===== src/rtl/brr_pkg.sv =====
package brr_pkg;

    localparam logic [7:0] OPC_DEQ   = 8'h11;
    localparam logic [7:0] OPC_AEQ   = 8'h21;
    localparam logic [7:0] OPC_GE    = 8'h31;
    localparam logic [7:0] OPC_LT    = 8'h41;
    localparam logic [7:0] OPC_NEMOD = 8'h51;
    localparam logic [7:0] OPC_AZ    = 8'h61;
    localparam logic [7:0] OPC_LOOP  = 8'h71;

    typedef enum logic [0:0] {
        S_EMPTY = 1'b0,
        S_FULL  = 1'b1
    } slot_state_e;

    typedef struct packed {
        logic        sel;
        logic [14:0] disp;
        logic [3:0]  idx2;
        logic [3:0]  idx1;
        logic [7:0]  opc;
    } brr_fields_t;

endpackage


===== src/rtl/brr_field_decode.sv =====
module brr_field_decode
    import brr_pkg::*;
(
    input  logic [31:0] instr,
    output brr_fields_t fld
);
    always_comb begin
        fld.opc  = instr[7:0];
        fld.idx1 = instr[11:8];
        fld.idx2 = instr[15:12];
        fld.disp = instr[30:16];
        fld.sel  = instr[31];
    end
endmodule


===== src/rtl/brr_cond_eval.sv =====
module brr_cond_eval
    import brr_pkg::*;
#(
    parameter int DW = 32,
    parameter int AW = 32
) (
    input  brr_fields_t     fld,
    input  logic [DW-1:0]   d_src1,
    input  logic [DW-1:0]   d_src2,
    input  logic [AW-1:0]   a_src1,
    input  logic [AW-1:0]   a_src2,
    input  logic [DW-1:0]   loop_val,
    output logic            take,
    output logic            wb_en,
    output logic [DW-1:0]   wb_data,
    output logic            illegal
);
    localparam logic [DW-1:0] ONE = DW'(1);

    logic [DW-1:0] cmp_rhs;

    // same index on both sides: both read the first operand
    assign cmp_rhs = (fld.idx1 == fld.idx2) ? d_src1 : d_src2;

    always_comb begin
        take    = 1'b0;
        wb_en   = 1'b0;
        wb_data = '0;
        illegal = 1'b0;
        unique case (fld.opc)
            OPC_DEQ:   take = fld.sel ? (d_src1 != cmp_rhs) : (d_src1 == cmp_rhs);
            OPC_AEQ:   take = fld.sel ? (a_src1 != a_src2) : (a_src1 == a_src2);
            OPC_GE:    take = fld.sel ? ($unsigned(d_src1) >= $unsigned(cmp_rhs))
                                      : ($signed(d_src1) >= $signed(cmp_rhs));
            OPC_LT:    take = fld.sel ? ($unsigned(d_src1) < $unsigned(cmp_rhs))
                                      : ($signed(d_src1) < $signed(cmp_rhs));
            OPC_NEMOD: begin
                take    = (d_src1 != cmp_rhs);
                wb_en   = 1'b1;
                wb_data = fld.sel ? (d_src1 + ONE) : (d_src1 - ONE);
            end
            OPC_AZ:    take = fld.sel ? (a_src1 == '0) : (a_src1 != '0);
            OPC_LOOP: begin
                if (fld.sel) begin
                    take = 1'b1;
                end else begin
                    take    = (loop_val != '0);
                    wb_en   = 1'b1;
                    wb_data = loop_val - ONE;
                end
            end
            default:   illegal = 1'b1;
        endcase
    end
endmodule


===== src/rtl/brr_target_calc.sv =====
module brr_target_calc #(
    parameter int AW = 32
) (
    input  logic [AW-1:0] pc,
    input  logic [14:0]   disp,
    input  logic          take,
    output logic [AW-1:0] target,
    output logic [AW-1:0] next_pc
);
    localparam int SEXT_W = AW - 16;

    logic [AW-1:0] offset;

    assign offset  = {{SEXT_W{disp[14]}}, disp, 1'b0};
    assign target  = pc + offset;
    assign next_pc = take ? target : (pc + AW'(4));
endmodule


===== src/rtl/brr_resolve_unit.sv =====
module brr_resolve_unit
    import brr_pkg::*;
#(
    parameter int DW = 32,
    parameter int AW = 32
) (
    input  logic            clk,
    input  logic            rst_n,
    input  logic            in_vld,
    input  logic [31:0]     instr,
    input  logic [AW-1:0]   pc,
    input  logic [DW-1:0]   d_src1,
    input  logic [DW-1:0]   d_src2,
    input  logic [AW-1:0]   a_src1,
    input  logic [AW-1:0]   a_src2,
    input  logic [DW-1:0]   loop_val,
    output logic            out_vld,
    output logic            out_taken,
    output logic [AW-1:0]   out_target,
    output logic [AW-1:0]   out_next_pc,
    output logic            out_wb_en,
    output logic [3:0]      out_wb_idx,
    output logic [DW-1:0]   out_wb_data,
    output logic            out_illegal
);
    brr_fields_t   fld;
    logic          c_take, c_wb_en, c_illegal;
    logic [DW-1:0] c_wb_data;
    logic [AW-1:0] c_target, c_next_pc;
    slot_state_e   state_q, state_d;

    brr_field_decode u_dec (
        .instr (instr),
        .fld   (fld)
    );

    brr_cond_eval #(.DW(DW), .AW(AW)) u_eval (
        .fld      (fld),
        .d_src1   (d_src1),
        .d_src2   (d_src2),
        .a_src1   (a_src1),
        .a_src2   (a_src2),
        .loop_val (loop_val),
        .take     (c_take),
        .wb_en    (c_wb_en),
        .wb_data  (c_wb_data),
        .illegal  (c_illegal)
    );

    brr_target_calc #(.AW(AW)) u_tgt (
        .pc      (pc),
        .disp    (fld.disp),
        .take    (c_take),
        .target  (c_target),
        .next_pc (c_next_pc)
    );

    always_comb begin
        unique case (state_q)
            S_EMPTY: state_d = in_vld ? S_FULL : S_EMPTY;
            S_FULL:  state_d = in_vld ? S_FULL : S_EMPTY;
            default: state_d = S_EMPTY;
        endcase
    end

    always_ff @(posedge clk or negedge rst_n) begin
        if (!rst_n) state_q <= S_EMPTY;
        else        state_q <= state_d;
    end

    always_ff @(posedge clk or negedge rst_n) begin
        if (!rst_n) begin
            out_taken   <= 1'b0;
            out_wb_en   <= 1'b0;
            out_illegal <= 1'b0;
            out_target  <= '0;
            out_next_pc <= '0;
            out_wb_idx  <= '0;
            out_wb_data <= '0;
        end else if (in_vld) begin
            out_taken   <= c_take;
            out_wb_en   <= c_wb_en;
            out_illegal <= c_illegal;
            out_target  <= c_target;
            out_next_pc <= c_next_pc;
            out_wb_idx  <= fld.idx1;
            out_wb_data <= c_wb_data;
        end else begin
            out_taken   <= 1'b0;
            out_wb_en   <= 1'b0;
            out_illegal <= 1'b0;
        end
    end

    assign out_vld = (state_q == S_FULL);
endmodule


===== config.mk =====
export PLATFORM = sky130hd
export DESIGN_NAME = brr_resolve_unit
export DESIGN_NICKNAME = d
export VERILOG_FILES = /design/src/rtl/brr_pkg.sv /design/src/rtl/brr_field_decode.sv /design/src/rtl/brr_cond_eval.sv /design/src/rtl/brr_target_calc.sv /design/src/rtl/brr_resolve_unit.sv
export SDC_FILE = /design/constraint.sdc
export NUM_CORES = 1
export LEC_CHECK = 0
export ABC_AREA = 1
export CAP_MARGIN = 40
export CORE_ASPECT_RATIO = 1.4
export CORE_MARGIN = 2
export CORE_UTILIZATION = 32
export DETAILED_ROUTE_END_ITERATION = 7
export DONT_BUFFER_PORTS = 1
export SLEW_MARGIN = 20
export SYNTH_ARGS = -nofsm -noshare
export SYNTH_HDL_FRONTEND = slang
export SYNTH_HIERARCHICAL = 1
export SYNTH_SLANG_ARGS = --single-unit

===== constraint.sdc =====
create_clock -name clk -period 2.36 [get_ports clk]
set_clock_uncertainty 0.2 [all_clocks]
set_input_delay 0.118 -clock clk [delete_from_list [all_inputs] [get_ports clk]]
set_output_delay 0.118 -clock clk [all_outputs]
set_load 0.01 [all_outputs]

## After elaboration in Yosys (flattened, before gate mapping)

Cells that the tools add are included.

| cells by class | value |
|---|---|
| reduce and logical (&&, ||, !) cells | 4 |
| add/subtract/negate cells | 5 |
| magnitude comparators | 4 |
| equality and inequality tests | 12 |
| multiplexer cells | 19 |

Operators by type and width:

| operator | number |
|---|---|
| two-way mux 32 bit | 4 |
| equality test 32 bit | 2 |
| greater-or-equal comparator 32 bit | 2 |
| less-than comparator 32 bit | 2 |
| inequality test 32 bit | 2 |
| case mux 32 bit (2 select lines) | 1 |
| nonzero test 32 bit | 2 |
| subtractor 32 x 1 -> 32 bit (second input constant) | 2 |
| adder 32 x 1 -> 32 bit (second input constant) | 1 |
| adder 32 x 3 -> 32 bit (second input constant) | 1 |
| adder 32 bit | 1 |
| equality test 8 x 7 -> 1 bit (second input constant) | 4 |
| zero test 32 bit | 1 |
| equality test 8 x 6 -> 1 bit (second input constant) | 2 |
| two-way mux 1 bit | 12 |
| equality test 8 x 5 -> 1 bit (second input constant) | 1 |
| case mux 1 bit (7 select lines) | 1 |
| OR reduction 7 bit | 1 |
| equality test 4 bit | 1 |
| case mux 1 bit (2 select lines) | 1 |

| word-level totals | value |
|---|---|
| output and inout bits | 104 |
| register bits | 104 |
| input port bits | 227 |
| logic and storage cells | 52 |

## Logic depth before layout (Yosys ltp)

Gate-level depths: netlist (run 1).

| depth | value |
|---|---|
| depth after elaboration | 6 |
| mapped depth | 29 |
| mapped depth without buffers | 26 |

## Hierarchy

The synthesis (run 1) kept the hierarchy.

Modules (own cells, without submodules):

| module | sequential area each (um2) | instances | area an instance (um2) | cells each |
|---|---|---|---|---|
| brr_cond_eval | 0.0 | 1 | 5007.3 | 931 |
| brr_resolve_unit | 2602.5 | 1 | 3888.7 | 433 |
| brr_target_calc | 0.0 | 1 | 3479.6 | 707 |
| brr_field_decode | 0.0 | 1 | 240.2 | 32 |

## Worst setup path after synthesis (run 1)

Ideal clock, no wire load.

| path | value |
|---|---|
| kind | in2reg |
| start point | in instr[12] |
| end point | reg out_next_pc[2] |
| arrival time | 3.129 ns |
| slack | -1.085 ns |
| data required time | 2.043 ns |
| cell stages on the path | 23 |
| path buffers | 4 |
| library setup time | 0.117 ns |
| cells stage by stage | buf_4 -> xnor2_1 -> nand4_1 -> buf_2 -> mux2i_1 -> ha_1 -> nand2_1 -> nor2_1 -> nand2_1 -> nor3b_1 -> nand2_1 -> nand2_1 -> nand2_1 -> nor2_1 -> nand2_1 -> a21oi_1 -> nand3_1 -> clkbuf_1 -> buf_1 -> nand2_1 -> o21ai_0 -> nand2_1 -> nand2_1 |

| on the way | value |
|---|---|
| longest elaborated chain between the ends | 6 |
| elaborated cells between the ends (all ways) | 13 |
| those cells by class | order compare (4); eq/ne (3); mux (6) |

RTL lines:

| item | line | RTL |
|---|---|---|
| start: declaration | brr_resolve_unit.sv:10 | `input logic [31:0] instr,` |
| equality test 4 bit (*) | brr_cond_eval.sv:23 | `assign cmp_rhs = (fld.idx1 == fld.idx2) ? d_src1 : d_src2;` |
| two-way mux 32 bit (*) | brr_cond_eval.sv:23 |  |
| less-than comparator 32 bit (tied with other cells) | brr_cond_eval.sv:36 | `: ($signed(d_src1) < $signed(cmp_rhs));` |
| two-way mux 1 bit, on equally long branches | brr_cond_eval.sv:35, brr_cond_eval.sv:31, brr_cond_eval.sv:33 |  |
| case mux 1 bit (7 select lines) (*) | brr_cond_eval.sv:30 | `unique case (fld.opc)` |
| via c_take | brr_resolve_unit.sv:27 | `logic c_take, c_wb_en, c_illegal;` |
| two-way mux 32 bit (*) | brr_target_calc.sv:16 | `assign next_pc = take ? target : (pc + AW'(4));` |
| via c_next_pc[2] | brr_resolve_unit.sv:29 | `logic [AW-1:0] c_target, c_next_pc;` |
| end signal: assignment | brr_resolve_unit.sv:85 | `out_next_pc <= c_next_pc;` |
| end: declaration | brr_resolve_unit.sv:20 | `output logic [AW-1:0] out_next_pc,` |

The timed path passes the listed nets; every way through them passes the cells marked *.
A chain may end at the register's enable or synchronous reset.

## Worst setup path in the final report (run 1)

| path | value |
|---|---|
| start point | in instr[10] |
| end point | reg out_next_pc[17] |

Same word-level chain as after synthesis.

==> impl_results.md, run 1 <==
* RSZ-0062 raised after global routing: yes
* CP required at 2.42 ns
* CTS Hold Bufs at 49
* Slowest-stage cell, CP: ha_1
* Fin crit share at 130%
* Drt drc at 0
* Die span in x at 172 um
* Peak fanout along the critical path at 7
* Yosys top cell by area: nand2_1
* Fin. Hold Viols at 165
* Failing checks: hold timing, setup timing
* Synthesized area per cell at 6.00 sq um
* Critical Path End Type: register
* Total power at 6.16 mW
* Top FF cell, synth: dfrtp_1
* Met1 WL at 17,100 um
* H-tree level count at 3
* Synth Instances at 2,103
* I/O pin cnt at 331
* Total GRT Usage at 22.5%
* Reg2Reg Setup Slack at 1.40 ns
* Full die area at 41,100 sq um
* Floorplan row count at 86
* Synth Warn # at 6
* Pwr per Cell Area at 404 nW/um^2
* Max clock buf depth at 2
* Mapped Nets at 2,426
* CTS Buf Count at 9
* 1st-iter DRT viols at 829
* Vias in the first global route at 13,300
* Final wirelength at 48,500 um
* Pre-antenna DRT Iters at 7
* Leakage power at 8.17 nW
* Relative slew slack at 64.4%
* Most common cell on crit path: nand2_1
* WL met2 at 24,900 um
* Crit-path max cell delay at 0.30 ns
* Antenna cells at 0
* WL/cell at 17.5 um
* Area contributors post-synth: nand2_1, dfrtp_1, ha_1
* ANT nets after route at 0
* Mapped Area at 12,600 sq um
* CTS tree: done
* DR vias/cell at 4.96
* Yosys cell types at 50
* Gpl congestion at 0.988
* Clk sinks at 104
* Placeable core region at 39,200 sq um
* Largest net degree at the start of global routing at 106
* Setup violators final at 32
* Worst-Skew Late Latency at 0.36 ns
* Share of layout cells above drive strength 1 at 13.0%
* Clock root buffer master: clkbuf_16
* DP HPWL at 39,100 um
* CP cell instances: xnor2_2 > nand4_1 > buf_4 > clkbuf_16 > mux2i_1 > ha_1 > nand2_1 > nor2_2 > nand2_2 > nor3b_2 > buf_4 > nand2_2 > nand2_1 > nand2_1 > nor2_1 > nand2_1 > a21oi_4 > nand3_4 > buf_12 > clkbuf_16 > nand2_1 > o21ai_2 > nand2_1 > nand2_1
* Total grt overflow at 0
* Via count at 13,700
* Slack of the critical path at -0.714 ns
* Clock-pin slew on the worst setup and hold paths at 0.09 ns
* Crit Path Category: in2reg
* WL met3 at 4400 um
* PortBufs at 0
* Final nets at 2,560
* Status: finished with violations
* Initial antenna violation count at 0
* Async SR Flop Fraction at 100%
* Syn-to-layout area delta at 20.6%
* Post-synth EDFFs at 0
* VDD IR-drop max at 305 uV
* Worst slew pin tran at 0.534 ns
* Number of max-cap violations at 0
* Uppermost routed layer: met4
* Post-route cell area at 15,200 sq um
* Fmax at 325 MHz
* Area after DPL at 13,900 sq um
* Slew Viols, Final at 0
* Period minus WS final at 3.07 ns
* CP Launch Type: primary input
* Top-area cell type share of the netlist area at 25.6%
* Flops & latches, synth at 104
* Die H at 239 um
* Data arrival, critical path at 3.13 ns
* Hold WC Path Type: in2async
* Hold_ws at -0.764 ns
* First-pass GRT wire length at 71,100 um
* Initial Utilization at 32.2%
* Sequential share of the synthesized area at 20.6%
per-stage QoR:
| step | hold WS (ns) | std cells | utilization [%] | setup TNS (ns) | worst slack, ns |
|---|---|---|---|---|---|
| after floorplan | -0.378 | 2103 | - | -28.11 | -0.836 |
| after global placement | -0.373 | 2684 | 35.5 | -28.59 | -0.932 |
| after detailed placement | -0.372 | 2684 | 35.5 | -28.55 | -0.919 |
| after CTS | -0.792 | 2749 | 37.6 | -13.68 | -0.490 |
| after global routing | -0.796 | 2770 | 38.9 | -26.03 | -0.882 |
| final | -0.764 | 2770 | 38.9 | -20.45 | -0.714 |
critical path, delay by kind of cell:
| family | cells | cell delay [ns] |
|---|---|---|
| adders and majority gates | 1 | 0.30 |
| buffers and inverters | 5 | 0.87 |
| AOI/OAI and AO/OA | 2 | 0.20 |
| and+or+nand+nor | 14 | 1.36 |
| muxes | 1 | 0.13 |
| xor gates and xnor gates | 1 | 0.15 |
kinds of logic after synthesis:
group,after synthesis,synth area share (%)
AOI/OAI and AO/OA,186,8.06
xor gates and xnor gates,70,4.98
adders and majority gates,96,9.64
buffers and inverters,321,11.1
DFF,104,20.6
muxes,30,2.38
and+or+nand+nor,1296,43.2
final timing paths:
path	cells past startpoint	from	end
worst max-delay path	24	instr[10]	out_next_pc[17]
max in group asynchronous	0	rst_n	out_wb_data[5]
worst min register to register	2	out_target[5]	out_target[5]
min in group clk	0	in_vld	out_vld
worst max register to register	2	out_next_pc[23]	out_next_pc[23]
worst min-delay path	0	rst_n	out_next_pc[27]
synth_stat cells, types with 2 or more instances:
master    instances
a21boi_0          2
a21o_1            6
a21oi_1          93
and2_1           20
buf_2            22
buf_4            43
clkbuf_1          3
dfrtp_1         104
fa_1              2
ha_1             94
inv_1           244
inv_2             7
mux2i_1          30
nand2_1         861
nand2_2          13
nand2_4           4
nand3_1         109
nand3_2           4
nand3b_1         11
nand4_1          21
nor2_1          188
nor2_2           10
nor2_4            6
nor3_1           25
nor3_2            7
o21a_1            3
o21ai_0          53
o21ai_1           8
o21bai_1          6
o22ai_1           7
o32ai_1           2
or2_0             2
or2_2             9
xnor2_1          36
xor2_1           32
xor2_2            2
timing repair:
action                                  in CTS  in global routing
hold endpoints to repair                   208                165
endpoints found under the setup margin      32                 36
pin swaps                                    1                 18
resized for setup                            3                 68
setup buffers                                0                 15
cloned                                       0                  6
flip-flops by register name, indices dropped and copies added, names as in the netlist:
name / count
out_target: 32
out_wb_data: 32
out_illegal: 1
out_vld: 1
out_wb_idx: 4
out_wb_en: 1
out_taken: 1
out_next_pc: 32
area by class of cell:
class,instances,area [sq um]
fill,4301,24000
multi-input combinational,1678,8950
sequential,104,2600
timing repair buffer,193,1760
inverter,251,947
tap,528,661
clock buffer,9,225
clock inverter,7,72.6
per-layer routing:
layer / vias to the layer above / track usage [%]
met4: 0 / 9.85
li1: 6856 / -
met2: 480 / 42.0
met3: 81 / 6.69
met5: - / 0
met1: 6311 / 22.9
cells in the final DEF, fill, tap and decap left out, drive strengths merged:
cell type,count
a21boi,2
a21o,6
a21oi,93
a22o,1
a31o,1
and2,20
buf,141
clkbuf,12
clkinv,4
clkinvlp,2
dfrtp,104
dlygate4sd3,49
fa,2
ha,94
inv,252
mux2i,30
nand2,878
nand2b,1
nand3,113
nand3b,12
nand4,21
nor2,205
nor3,33
nor3b,1
nor4,1
o211ai,2
o21a,3
o21ai,62
o21bai,7
o22ai,7
o32ai,2
or2,11
xnor2,36
xor2,34
report_power, final:
part           leakage (nW)  switching (mW)  internal, mW
Combinational          6.71            1.31          1.02
Sequential             1.32           0.253          1.94
Clock                 0.143           0.878         0.752
Total                  8.17            2.45          3.71
(Power assumes the default switching activity.)
==> run 2: changes to the inputs <==
CORE_ASPECT_RATIO = not set   (was 1.4)
==> impl_results.md, run 2 (same netlist as run 1, synthesis figures left out) <==
* Area after DPL at 14,100 sq um (+1.7%)
* DP HPWL at 39,800 um (+1.7%)
* Floorplan row count at 72 (-16%)
* Share of layout cells above drive strength 1 at 13.6% (+0.64 points)
* Placeable core region at 38,700 sq um (-1.1%)
* WL/cell at 17.4 um (-0.74%)
* Commonest non-fill, non-tap cell in the layout: nand2_1
* CP required at 2.43 ns (about the same)
* Number of max-cap violations at 0 (unchanged)
* Total power at 6.13 mW (-0.37%)
* Slowest-stage cell, CP: ha_1
* Syn-to-layout area delta at 21.3%
* Die H at 203 um (-15%)
* Crit Path Category: in2reg
* Fin. Hold Viols at 166 (+0.61%)
* ANT nets after route at 0 (unchanged)
* Gpl congestion at 0.947 (-4.1%)
* Setup crit start: instr[10]
* Clock-pin slew on the worst setup and hold paths at 0.08 ns (about the same)
* Initial antenna violation count at 0 (unchanged)
* 1st-iter DRT viols at 874 (+5.4%)
* Max clock buf depth at 2 (unchanged)
* Fmax at 324 MHz (-0.43%)
* Final-layout fill cell count at 4,200 (-2.3%)
* DR vias/cell at 4.88 (-1.6%)
* Post-route cell area at 15,300 sq um (+0.56%)
* Status: finished with violations
* Full die area at 41,000 sq um (about the same)
* Failing checks: hold timing, setup timing
* CTS Hold Bufs at 47 (-4.1%)
* Slack of the critical path at -0.728 ns (-0.0132 ns)
* Critical Path End Type: register
* Setup tns final at -21.31 ns (-0.860 ns)
* Pwr per Cell Area at 401 nW/um^2 (-0.93%)
* Final nets at 2,573 (+0.51%)
* First-pass GRT wire length at 75,000 um (+5.4%)
* CTS tree: done
* Die span in x at 203 um (+18%)
* Most frequent cells in the layout: nand2_1, inv_1, nor2_1
* Biggest regs: out_next_pc (32), out_target (32), out_wb_data (32)
* Crit-path max cell delay at 0.30 ns (about the same)
* Drt drc at 0 (unchanged)
* Hold_ws at -0.769 ns (-0.00456 ns)
* Peak fanout along the critical path at 13 (+6)
* PortBufs at 0 (unchanged)
* Vias in the first global route at 13,300 (-0.34%)
* I/O pin cnt at 331 (unchanged)
* Relative slew slack at 59.5% (-4.9 points)
* Slew Viols, Final at 0 (unchanged)
* RSZ-0062 raised after global routing: yes
* H-tree level count at 3 (unchanged)
* VDD IR-drop max at 317 uV (+3.8%)
* Setup violators final at 32 (unchanged)
* Antenna cells at 0 (unchanged)
* Clk sinks at 104 (unchanged)
* CP Launch Type: primary input
* Fin crit share at 131% (+0.56 points)
* Total grt overflow at 0 (unchanged)
* Most common cell on crit path: nand2_1
* Leakage power at 8.27 nW (+1.2%)
* Data arrival, critical path at 3.15 ns (+0.02 ns)
* Reg2reg start: out_wb_idx[3]
* CTS Buf Count at 9 (unchanged)
* Worst slew pin tran at 0.607 ns (+0.0738 ns)
* Clock root buffer master: clkbuf_16
* Worst-Skew Late Latency at 0.36 ns (about the same)
* Largest net degree at the start of global routing at 106 (unchanged)
* Final wirelength at 48,200 um (-0.67%)
* Hold WC Path Type: in2async
* Period minus WS final at 3.09 ns (+0.0132 ns)
* Via count at 13,500 (-1.6%)
* Pre-antenna DRT Iters at 5 (-2)
* Initial Utilization at 32.6% (+0.36 points)
* Total GRT Usage at 23.4% (+0.82 points)
## run 2: cell count changes in the layout (fill, tap and decap cells not counted), sizes merged
cell / change
buf: +17
bufbuf: +1
bufinv: +1
clkbuf: -2
clkinv: +1
dlygate4sd3: -2
inv: -4
## run 2: worst max-delay path: cells and delay by family
kind	cells	cell delay, ns
AND/OR/NAND/NOR	15	1.36
AO/OA/AOI/OAI	1	0.16
buffers and inverters	6	0.93
multiplexers	1	0.12
XOR/XNOR	1	0.14
adder cells (fa/ha/maj)	1	0.30
## run 2: stage by stage
stage | cells | hold WS [ns] | utilization [%] | setup slack, ns
after detailed placement | 2700 | -0.375 | 36.5 | -1.23
after global routing | 2772 | -0.795 | 39.5 | -0.910
after floorplan | 2103 | -0.378 | - | -0.836
after global placement | 2700 | -0.375 | 36.5 | -1.17
final | 2772 | -0.769 | 39.5 | -0.728
after CTS | 2769 | -0.795 | 39.0 | -0.749
## run 2: layout make-up
cell class / instances / area, sq um / share of cell area (%)
flip-flops and latches: 104 / 2600 / 17.0
well taps: 518 / 648 / 4.24
multi-input cells: 1678 / 8930 / 58.4
clock inverters: 5 / 57.6 / 0.376
inverters: 251 / 951 / 6.21
repair buffers: 206 / 1870 / 12.2
clock buffers: 10 / 239 / 1.56
## run 2: worst paths after layout
kind	to	slack (ns)	cells after the start
worst max-delay path	out_next_pc[22]	-0.73	25
worst min-delay path	out_target[4]	-0.77	0
worst max register to register	out_wb_idx[3]	1.39	2
worst min register to register	out_target[1]	0.34	2
max in group asynchronous	out_wb_data[27]	2.56	0
min in group clk	out_vld	-0.41	0
## run 2: where the power goes
group	leakage [nW]	internal (mW)	switching [mW]	total (mW)
Combinational	6.80	1.05	1.32	2.37
Sequential	1.32	1.94	0.226	2.17
Clock	0.148	0.848	0.749	1.60
Total	8.27	3.84	2.29	6.13
## run 2: timing repair
| action | in CTS | in global routing |
|---|---|---|
| pin swaps | 16 | 21 |
| buffers inserted | 4 | 4 |
| resized for setup | 21 | 53 |
| endpoints found under the setup margin | 32 | 52 |
| cloned | 3 | 0 |
| endpoints found under the hold margin | 208 | 166 |
## run 2: metal layers
layer,share of wire [%],global-route usage [%],routed length [um]
met5,0,0,0
met4,1.8,5.45,846
met3,7.7,5.86,3720
met2,44,37.7,21300
met1,46,31.3,22300
==> run 3: changes to the inputs <==
==> constraint.sdc (replaced) <==
create_clock -name clk -period 2.36 [get_ports clk]
set_clock_uncertainty 0.2 [all_clocks]
set_input_delay 0.354 -clock clk [delete_from_list [all_inputs] [get_ports clk]]
set_output_delay 0.354 -clock clk [all_outputs]
set_load 0.01 [all_outputs]
==> impl_results.md, run 3 (same netlist as run 1, synthesis figures left out) <==
* DR vias/cell at 4.90 (+0.50%)
* CP delay by family, top: buffers and inverters
* Commonest non-fill, non-tap cell in the layout: nand2_1
* Data arrival, critical path at 3.43 ns (+0.28 ns)
* Setup violators final at 36 (+13%)
* Number of max-cap violations at 0 (unchanged)
* Pre-CTS setup slack at -1.69 ns (-0.460 ns)
* Fmax at 298 MHz (-8.0%)
* Slew Viols, Final at 0 (unchanged)
* WL/cell at 17.6 um (+1.4%)
* Multi-input gate area in the final layout at 9910 sq um (+11%)
* Reg2Reg Setup Slack at 1.39 ns (about the same)
* Worst slew pin tran at 0.480 ns (-0.127 ns)
* CP Launch Type: primary input
* Share of layout cells above drive strength 1 at 23.1% (+9.4 points)
* Clock root buffer master: clkbuf_16
* VDD IR-drop max at 346 uV (+9.1%)
* Pwr per Cell Area at 391 nW/um^2 (-2.4%)
* I/O pin cnt at 331 (unchanged)
* Largest net degree at the start of global routing at 106 (unchanged)
* Slack of the critical path at -0.998 ns (-0.270 ns)
* Peak fanout along the critical path at 9 (-4)
* Hold WC Path Type: in2async
* Crit-path max cell delay at 0.26 ns (-0.04 ns)
* Relative slew slack at 68.0% (+8.5 points)
* PortBufs at 0 (unchanged)
* Most frequent cells in the layout: nand2_1, inv_1, buf_4
* 1st-iter DRT viols at 869 (-0.57%)
* Pre-antenna DRT Iters at 5 (unchanged)
* Fin crit share at 142% (+11 points)
* Clk sinks at 104 (unchanged)
* Biggest regs: out_next_pc (32), out_target (32), out_wb_data (32)
* Initial Utilization at 32.6% (unchanged)
* Fin. Hold Viols at 183 (+10%)
* CTS Hold Bufs at 30 (-36%)
* Setup crit start: instr[10]
* CTS tree: done
* Gpl congestion at 0.969 (+2.3%)
* Antenna cells at 0 (unchanged)
* Max clock buf depth at 2 (unchanged)
* Most common cell on crit path: nand2_1
* Clock-pin slew on the worst setup and hold paths at 0.09 ns (about the same)
* H-tree level count at 3 (unchanged)
* CTS Buf Count at 9 (unchanged)
* Critical Path End Type: register
* Final wirelength at 49,500 um (+2.6%)
* CP required at 2.43 ns (about the same)
* Drt drc at 0 (unchanged)
* Status: finished with violations
* Total GRT Usage at 23.0% (-0.42 points)
* Slowest-stage cell, CP: ha_1
* Die H at 203 um (unchanged)
* Period minus WS final at 3.36 ns (+0.270 ns)
* Initial antenna violation count at 0 (unchanged)
* Reg2reg start: out_wb_idx[3]
* Leakage power at 8.61 nW (+4.2%)
* FF/Latch Area at 2600 sq um (unchanged)
* Vias in the first global route at 12,900 (-2.3%)
* Full die area at 41,000 sq um (unchanged)
* DP HPWL at 39,600 um (-0.45%)
* Final core utilization at 42.6% (+3.1 points)
* First-pass GRT wire length at 73,500 um (-2.0%)
* Total grt overflow at 0 (unchanged)
* Worst-Skew Late Latency at 0.37 ns (about the same)
* RSZ-0062 raised after global routing: yes
* Crit Path Category: in2reg
* Floorplan row count at 72 (unchanged)
* Buf/Inv on CP at 8 (+2)
* Final nets at 2,603 (+1.2%)
* Die span in x at 203 um (unchanged)
* Placeable core region at 38,700 sq um (unchanged)
* Failing checks: hold timing, setup timing
* Hold_ws at -0.541 ns (+0.228 ns)
* Via count at 13,700 (+1.6%)
* Final-layout fill cell count at 4,164 (-0.86%)
* Syn-to-layout area delta at 30.7%
* ANT nets after route at 0 (unchanged)
## run 3: cell count changes in the layout (fill, tap and decap cells not counted), moves of 17 or more
| cell | before | now |
|---|---|---|
| nand2_1 | 851 | 809 |
| buf_4 | 142 | 177 |
| ha_1 | 90 | 58 |
| nand2_2 | 22 | 51 |
| nor2_1 | 179 | 151 |
| a21oi_1 | 81 | 55 |
| a21oi_2 | 11 | 36 |
| ha_4 | 4 | 28 |
| dlygate4sd3_1 | 47 | 30 |
## run 3: worst paths after layout
path                                   endpoint  cells past startpoint
worst max-delay path            out_next_pc[24]                     25
worst min-delay path              out_target[4]                      0
worst max register to register    out_wb_idx[3]                      2
worst min register to register   out_wb_data[0]                      2
max in group asynchronous         out_wb_idx[1]                      0
min in group clk                        out_vld                      0
## run 3: final cells by class
class | count | share of cell area [%]
Sequential cell | 104 | 15.8
Clock buffer | 9 | 1.37
Multi-Input combinational cell | 1678 | 60.1
Tap cell | 518 | 3.93
Inverter | 251 | 5.74
Clock inverter | 7 | 0.372
Timing Repair Buffer | 236 | 12.7
## run 3: through the flow
step / total power [mW] / hold WS [ns] / setup TNS, ns / std cells / instance area (sq um)
3_5_place_dp: 4.40 / -0.139 / -61.50 / 2720 / 14300
6_report: 6.45 / -0.541 / -29.44 / 2803 / 16500
2_1_floorplan: 3.65 / -0.142 / -41.70 / 2103 / 12800
3_3_place_gp: 4.38 / -0.139 / -57.05 / 2720 / 14300
4_1_cts: 6.10 / -0.568 / -27.81 / 2769 / 15000
5_1_grt: 6.91 / -0.567 / -35.32 / 2803 / 16500
## run 3: power breakdown
group	switching (mW)	total [mW]	internal, mW
clock network	0.813	1.55	0.741
logic	1.49	2.73	1.24
registers	0.226	2.17	1.94
## run 3: repair_timing
action,in CTS,in global routing
hold endpoints to repair,208,183
endpoints found under the setup margin,43,61
gates resized for setup,41,287
gates cloned,1,2
pin swaps,10,85
setup buffers,2,32
## run 3: worst register-to-register path: cells and delay by family (launching register included)
family / cells / cell delay (ns)
flip-flops: 1 / 0.50
AND/OR/NAND/NOR: 2 / 0.16
## run 3: metal layers
layer	GRT usage, %	part of all wire, %	vias to the layer above
li1	-	-	6946
met1	30.8	46	6311
met2	36.9	45	426
met3	6.02	7.5	51
met4	5.21	1.9	0
met5	0	0	-
